==> src/rtl/tc_pkg.sv <==
package tc_pkg;
    typedef enum logic [1:0] {
        FMT_NONE = 2'b00,
        FMT_LO   = 2'b01,
        FMT_HI   = 2'b10,
        FMT_LOHI = 2'b11
    } fmt_e;
endpackage

==> src/rtl/tc_byte_seq.sv <==
module tc_byte_seq #(
    parameter int CNT_W = 16
) (
    input  logic             clk,
    input  logic             rst_n,
    input  logic             wr_ctrl,
    input  logic [1:0]       ctrl_fmt,
    input  logic             wr_cnt,
    input  logic [CNT_W/2-1:0] wr_data,
    output logic [CNT_W-1:0] cr,
    output logic             load_req,
    output logic             stop_req
);
    import tc_pkg::*;
    localparam int HALF = CNT_W / 2;

    typedef struct packed {
        fmt_e             fmt;
        logic             hi_next;
        logic [CNT_W-1:0] cr;
    } seq_t;

    seq_t st_d, st_q;

    always_comb begin
        st_d     = st_q;
        load_req = 1'b0;
        stop_req = 1'b0;
        if (wr_ctrl && fmt_e'(ctrl_fmt) != FMT_NONE) begin
            st_d.fmt     = fmt_e'(ctrl_fmt);
            st_d.hi_next = 1'b0;
            stop_req     = 1'b1;
        end else if (wr_cnt) begin
            case (st_q.fmt)
                FMT_LO: begin
                    st_d.cr  = {{HALF{1'b0}}, wr_data};
                    load_req = 1'b1;
                end
                FMT_HI: begin
                    st_d.cr  = {wr_data, {HALF{1'b0}}};
                    load_req = 1'b1;
                end
                FMT_LOHI: begin
                    if (!st_q.hi_next) begin
                        st_d.cr[HALF-1:0] = wr_data;
                        st_d.hi_next      = 1'b1;
                        stop_req          = 1'b1;
                    end else begin
                        st_d.cr[CNT_W-1:HALF] = wr_data;
                        st_d.hi_next          = 1'b0;
                        load_req              = 1'b1;
                    end
                end
                default: ;
            endcase
        end
    end

    always_ff @(posedge clk) begin
        if (!rst_n) begin
            st_q <= '{fmt: FMT_NONE, hi_next: 1'b0, cr: '0};
        end else begin
            st_q <= st_d;
        end
    end

    assign cr = st_q.cr;
endmodule

==> src/rtl/tc_count_elem.sv <==
module tc_count_elem #(
    parameter int CNT_W = 16
) (
    input  logic             clk,
    input  logic             rst_n,
    input  logic             tick,
    input  logic             gate,
    input  logic             load_req,
    input  logic             stop_req,
    input  logic [CNT_W-1:0] cr,
    output logic             zero_hit
);
    localparam logic [CNT_W-1:0] ONE = CNT_W'(1);

    typedef struct packed {
        logic [CNT_W-1:0] ce;
        logic             pend;
        logic             armed;
    } elem_t;

    elem_t st_d, st_q;

    always_comb begin
        st_d     = st_q;
        zero_hit = 1'b0;
        if (stop_req) begin
            st_d.pend  = 1'b0;
            st_d.armed = 1'b0;
        end else if (load_req) begin
            st_d.pend = 1'b1;
        end else if (tick) begin
            if (st_q.pend) begin
                st_d.ce    = cr;
                st_d.pend  = 1'b0;
                st_d.armed = 1'b1;
            end else if (st_q.armed && gate) begin
                st_d.ce  = st_q.ce - ONE;
                zero_hit = (st_q.ce == ONE);
            end
        end
    end

    always_ff @(posedge clk) begin
        if (!rst_n) begin
            st_q <= '{ce: '0, pend: 1'b0, armed: 1'b0};
        end else begin
            st_q <= st_d;
        end
    end
endmodule

==> src/rtl/tc_int_timer.sv <==
module tc_int_timer #(
    parameter int CNT_W = 16
) (
    input  logic               clk,
    input  logic               rst_n,
    input  logic               tick,
    input  logic               gate,
    input  logic               wr_ctrl,
    input  logic [1:0]         ctrl_fmt,
    input  logic               wr_cnt,
    input  logic [CNT_W/2-1:0] wr_data,
    output logic               out
);
    typedef struct packed {
        logic out;
    } top_t;

    top_t             st_d, st_q;
    logic [CNT_W-1:0] cr;
    logic             load_req;
    logic             stop_req;
    logic             zero_hit;

    tc_byte_seq #(.CNT_W(CNT_W)) i_seq (
        .clk      (clk),
        .rst_n    (rst_n),
        .wr_ctrl  (wr_ctrl),
        .ctrl_fmt (ctrl_fmt),
        .wr_cnt   (wr_cnt),
        .wr_data  (wr_data),
        .cr       (cr),
        .load_req (load_req),
        .stop_req (stop_req)
    );

    tc_count_elem #(.CNT_W(CNT_W)) i_elem (
        .clk      (clk),
        .rst_n    (rst_n),
        .tick     (tick),
        .gate     (gate),
        .load_req (load_req),
        .stop_req (stop_req),
        .cr       (cr),
        .zero_hit (zero_hit)
    );

    always_comb begin
        st_d = st_q;
        if (load_req || stop_req) begin
            st_d.out = 1'b0;
        end else if (zero_hit) begin
            st_d.out = 1'b1;
        end
    end

    always_ff @(posedge clk) begin
        if (!rst_n) begin
            st_q <= '{out: 1'b0};
        end else begin
            st_q <= st_d;
        end
    end

    assign out = st_q.out;
endmodule

==> config.mk <==
export PLATFORM = sky130hd
export DESIGN_NAME = tc_int_timer
export DESIGN_NICKNAME = d
export VERILOG_FILES = /design/src/rtl/tc_pkg.sv /design/src/rtl/tc_byte_seq.sv /design/src/rtl/tc_count_elem.sv /design/src/rtl/tc_int_timer.sv
export SDC_FILE = /design/constraint.sdc
export NUM_CORES = 1
export LEC_CHECK = 0
export ABC_AREA = 1
export BUFFER_PORTS_ARGS = -buffer_cell sky130_fd_sc_hd__buf_4
export CAP_MARGIN = 20
export CORE_UTILIZATION = 44
export CTS_BUF_LIST = sky130_fd_sc_hd__clkbuf_8
export DETAILED_ROUTE_END_ITERATION = 8
export SYNTH_ARGS = -nofsm -noshare
export SYNTH_HDL_FRONTEND = slang
export SYNTH_SLANG_ARGS = --single-unit
==> constraint.sdc <==
create_clock -name clk -period 1.8 [get_ports clk]
set_input_delay 0.09 -clock clk [delete_from_list [all_inputs] [get_ports clk]]
set_output_delay 0.09 -clock clk [all_outputs]
set_load 0.005 [all_outputs]
==> results list <==
- After the last flow step, the layout net total stands at 352.
* # hold bufs at CTS: 0
* Global route overflow: 0
- Compared with the post-synthesis result, the final layout area differs by 13.5%.
- Stage delay of the slowest cell on the critical path: 340 ps
- Fraction of the yosys area taken by sequential cells: 0.348
* Total of warnings raised by yosys: 0
- For the worst setup path, the data arrival time is 1840 ps.
- Of the cells placed in the final design, the portion with a size suffix greater than 1 is 0.166.
- Summed over all cells, the static leakage comes to 0.00103 uW.
* Worst slack at placement: 104 ps
- Critical path, cell by cell: inv_1 -> ha_1 -> inv_1 -> nand2_1 -> nand3_4 -> nand2_4 -> nor2_4 -> buf_12 -> o21ai_0 -> nor2_1 -> nor2_1
- Counting every instance in the synthesized netlist gives 313.
- Row cnt: 25
- The hold violation count in the final report came to 0.
* Share of synthesized flip-flops with an asynchronous set or reset: 0
* Top cell types by occurrence after synthesis: sky130_fd_sc_hd__nand2_1, sky130_fd_sc_hd__nor2_1, sky130_fd_sc_hd__dfxtp_1
- Number of design-rule violations left by the first detailed-router iteration: 88
- Summed over all nets, the half-perimeter wirelength after detailed placement is 3.84 mm.
- In this run, synthesis produced a sequential element count of 38.
* Cell type of the slowest stage on the worst timing path: sky130_fd_sc_hd__dfxtp_1
- Adding up every negative setup slack in the final design gives 0 ps.
- Count leader, synth: sky130_fd_sc_hd__nand2_1
- Largest net degree at the start of global routing: 24
* Largest cells by area after synthesis: sky130_fd_sc_hd__dfxtp_1, sky130_fd_sc_hd__nand2_1, sky130_fd_sc_hd__nor2_1
- For met1 alone, demand over resource in global routing was 0.293.
* Top cell type by total area after synthesis: sky130_fd_sc_hd__dfxtp_1
- Each instance of the synthesized netlist takes up on average 6.98 sq um.
- For met3 alone, demand over resource in global routing was 0.0306.
* Final wirelength: 5.16 mm
- Result of the run: finished, final reports clean
* Highest attainable clock frequency: 0.603 GHz
- Top cell type's share of synthesized area: 0.348
- Tracing the worst setup path back leads to its startpoint at i_seq.st_q[17].
- The worst register-to-register path has a depth of 11.
- Final estimated routing congestion in global placement: 0.817
* Worst IR Drop VDD: 0.000490 V
- Net count after synthesis: 334
- Headroom to the max-slew limit came out at 0.644.
- After clock tree synthesis, the clock-pin slew on the worst setup and hold paths is 80 ps.
- For this run, the total global-route usage over all layers was measured as 0.214.
- DIE WIDTH: 72.5 um
- The startpoint identified for the worst hold timing path is wr_data[6].
* Number of stages on the worst setup path: 11
- Clock tree sinks: 38
- The critical path is of the register to register type.
- Residual DRC: 0
* Final critical delay including setup and external delays: 1660 ps
- Dividing the detail-routed wire length by the instance count gives 12.9 um.
* Cell total after placement: 391
- Across all register-to-register paths, the minimum setup slack is 140 ps.
- Height of the chip: 72.5 um
- Endpoint with the worst hold slack: i_seq.cr[14]
* Required time of the critical path: 1980 ps
- In this run the critical register-to-register path is captured at i_elem.st_q[10].
- The tightest min-delay check is of the input pin to register type.
- Detailed routing inserted a total of 2001 vias.
- The cell sitting at the root of the clock tree is a sky130_fd_sc_hd__clkbuf_8.
- Total of endpoints with negative setup slack in the final report: 0
- Clock latency at the later pin of the worst-skew pair: 280 ps
- STA classifies the critical path endpoint as a register.
* Antenna violation net count after detailed routing: 0
- The initial antenna violation count came to 0.
- Input/output buffers: 16
- First-pass GRT wire length: 8.55 mm
- Number of different library cells in the post-synthesis netlist: 37
- Number of buffer and inverter instances along the worst setup path: 3
- Dividing total power by cell area gives a power density of 688 nW/um^2.
- The global routing stage identified its most utilized layer as met2.
- I/O pin count: 17
- Counting flops with a built-in enable in the synthesized netlist gives 0.
* Largest clock skew in the final design: 2.00 ps
- In the global route stage, met2 resource usage came out at 0.342.
- Area enclosed by the die boundary: 5250 sq um
- The first TritonRoute pass finished after 5 iterations.
- Worst-case clock buffer depth: 2
- The number of slew-limit violations in the final report is 0.
* Core region area: 4750 sq um
* Worst Tran Pin Value: 533 ps
* TritonCTS Buffers: 5
- Setup ws final: 143 ps
- The tool flagged a number of max-cap violations equal to 0.
- Initial core utilization: 0.460
- Setup repair after global routing left no endpoint under its margin.
- The worst register-to-register path begins at i_seq.st_q[17].
- Via-to-Cell Ratio: 5.02
- Broken down by cell family, the worst path's largest delay share belongs to simple AND/OR/NAND/NOR gates.
* Number of H-tree branching levels: 2
- Among all flip-flop cells after synthesis, the most frequent one is sky130_fd_sc_hd__dfxtp_1.
* Finished Layout Cells: 399
* Number of global-route vias before repair: 1775
- Dividing the final minimum period by the clock period gives 0.921.
- Final core occ: 0.522
- The cell area that synthesis handed to floorplanning was 2190 sq um.
- Count of antenna diodes in the layout: 0
- The worst hold path passes through 3 cells.
* Kind of start point of the critical path: register
* CP max FO: 20
- Clock tree from TritonCTS: built
## power breakdown
part	internal, uW	switching (uW)
Clock	308	310
Sequential	861	11.9
Combinational	84.9	130
## timing repair
item                       4_1_cts  5_1_grt
hold endpoints to repair         0        0
setup endpoints to repair        0       15
gates resized for setup          0        1
buffers inserted                 0        0
## flip-flops by register name, summed over array words and instances (netlist names)
signal and flops:
i_elem.st_q 18, i_seq.cr 16, i_seq.st_q 3, out 1
## metal layers
metal,wire [um],part of all wire,vias to the layer above
met2,2350,0.46,33
li1,-,-,1063
met4,51,0.0099,0
met5,0,0,-
met3,190,0.037,4
met1,2560,0.50,901
## worst reg2reg max path, stage by stage (launching register included)
cell and delay [ps]:
sky130_fd_sc_hd__dfxtp_1 340, sky130_fd_sc_hd__inv_1 70, sky130_fd_sc_hd__ha_1 290, sky130_fd_sc_hd__inv_1 50, sky130_fd_sc_hd__nand2_1 80, sky130_fd_sc_hd__nand3_4 100, sky130_fd_sc_hd__nand2_4 80, sky130_fd_sc_hd__nor2_4 100
sky130_fd_sc_hd__buf_12 170, sky130_fd_sc_hd__o21ai_0 110, sky130_fd_sc_hd__nor2_1 130, sky130_fd_sc_hd__nor2_1 50
## cell usage in the layout (no fill, tap or decap), types with 2 or more instances in the layout
cell                       instances
sky130_fd_sc_hd__inv_1            28
sky130_fd_sc_hd__nand2_2           7
sky130_fd_sc_hd__nor2_2            2
sky130_fd_sc_hd__clkbuf_8          6
sky130_fd_sc_hd__a211oi_1          6
sky130_fd_sc_hd__nand3_1          14
sky130_fd_sc_hd__a31oi_1           2
sky130_fd_sc_hd__a21oi_2           6
sky130_fd_sc_hd__xnor2_1           2
sky130_fd_sc_hd__nor3_1            4
sky130_fd_sc_hd__nand4_1           4
sky130_fd_sc_hd__a21oi_1          27
sky130_fd_sc_hd__or2_2             2
sky130_fd_sc_hd__nand3b_1         12
sky130_fd_sc_hd__o21ai_0          18
sky130_fd_sc_hd__buf_4            21
sky130_fd_sc_hd__nor2_1           48
sky130_fd_sc_hd__nand3_4           2
sky130_fd_sc_hd__nand2_1          63
sky130_fd_sc_hd__ha_1              5
sky130_fd_sc_hd__dfxtp_1          38
## stage by stage
stage	power [uW]	hold slack, ps	cell area, sq um
final	1710	83.6	2480
after global routing	1780	76.5	2480
after CTS	1740	72.9	2480
after detailed placement	1110	389	2380
after global placement	1110	380	2380
after floorplan	1040	228	2190
## final cells by class
| class | instances | area [sq um] |
|---|---|---|
| Inverter | 30 | 120 |
| Tap cell | 67 | 83.8 |
| Multi-Input combinational cell | 234 | 1240 |
| Clock inverter | 2 | 12.5 |
| Fill cell | 521 | 2270 |
| Sequential cell | 38 | 761 |
| Clock buffer | 6 | 82.6 |
| Timing Repair Buffer | 22 | 178 |
## cell families (layout without fill, tap and decap cells)
kind of cell               count (synthesis)  after routing  share of synthesized area
DFF                                       38             38                      0.348
adders and majority gates                  5              5                     0.0286
AOI/OAI and AO/OA                         63             63                      0.173
buffers and inverters                     41             60                     0.0847
and+or+nand+nor                          162            162                      0.349
xor gates and xnor gates                   3              3                     0.0120
muxes                                      1              1                    0.00458
## worst max path at each step
stage / to / slack [ps]
final: i_elem.st_q[10] / 140
after global routing: i_elem.st_q[10] / 20
after CTS: i_seq.cr[0] / 80
after detailed placement: i_seq.cr[0] / 100
after global placement: i_elem.st_q[17] / 130
after floorplan: i_elem.st_q[7] / 250
No activity file was read; power rests on OpenSTA's default activity.
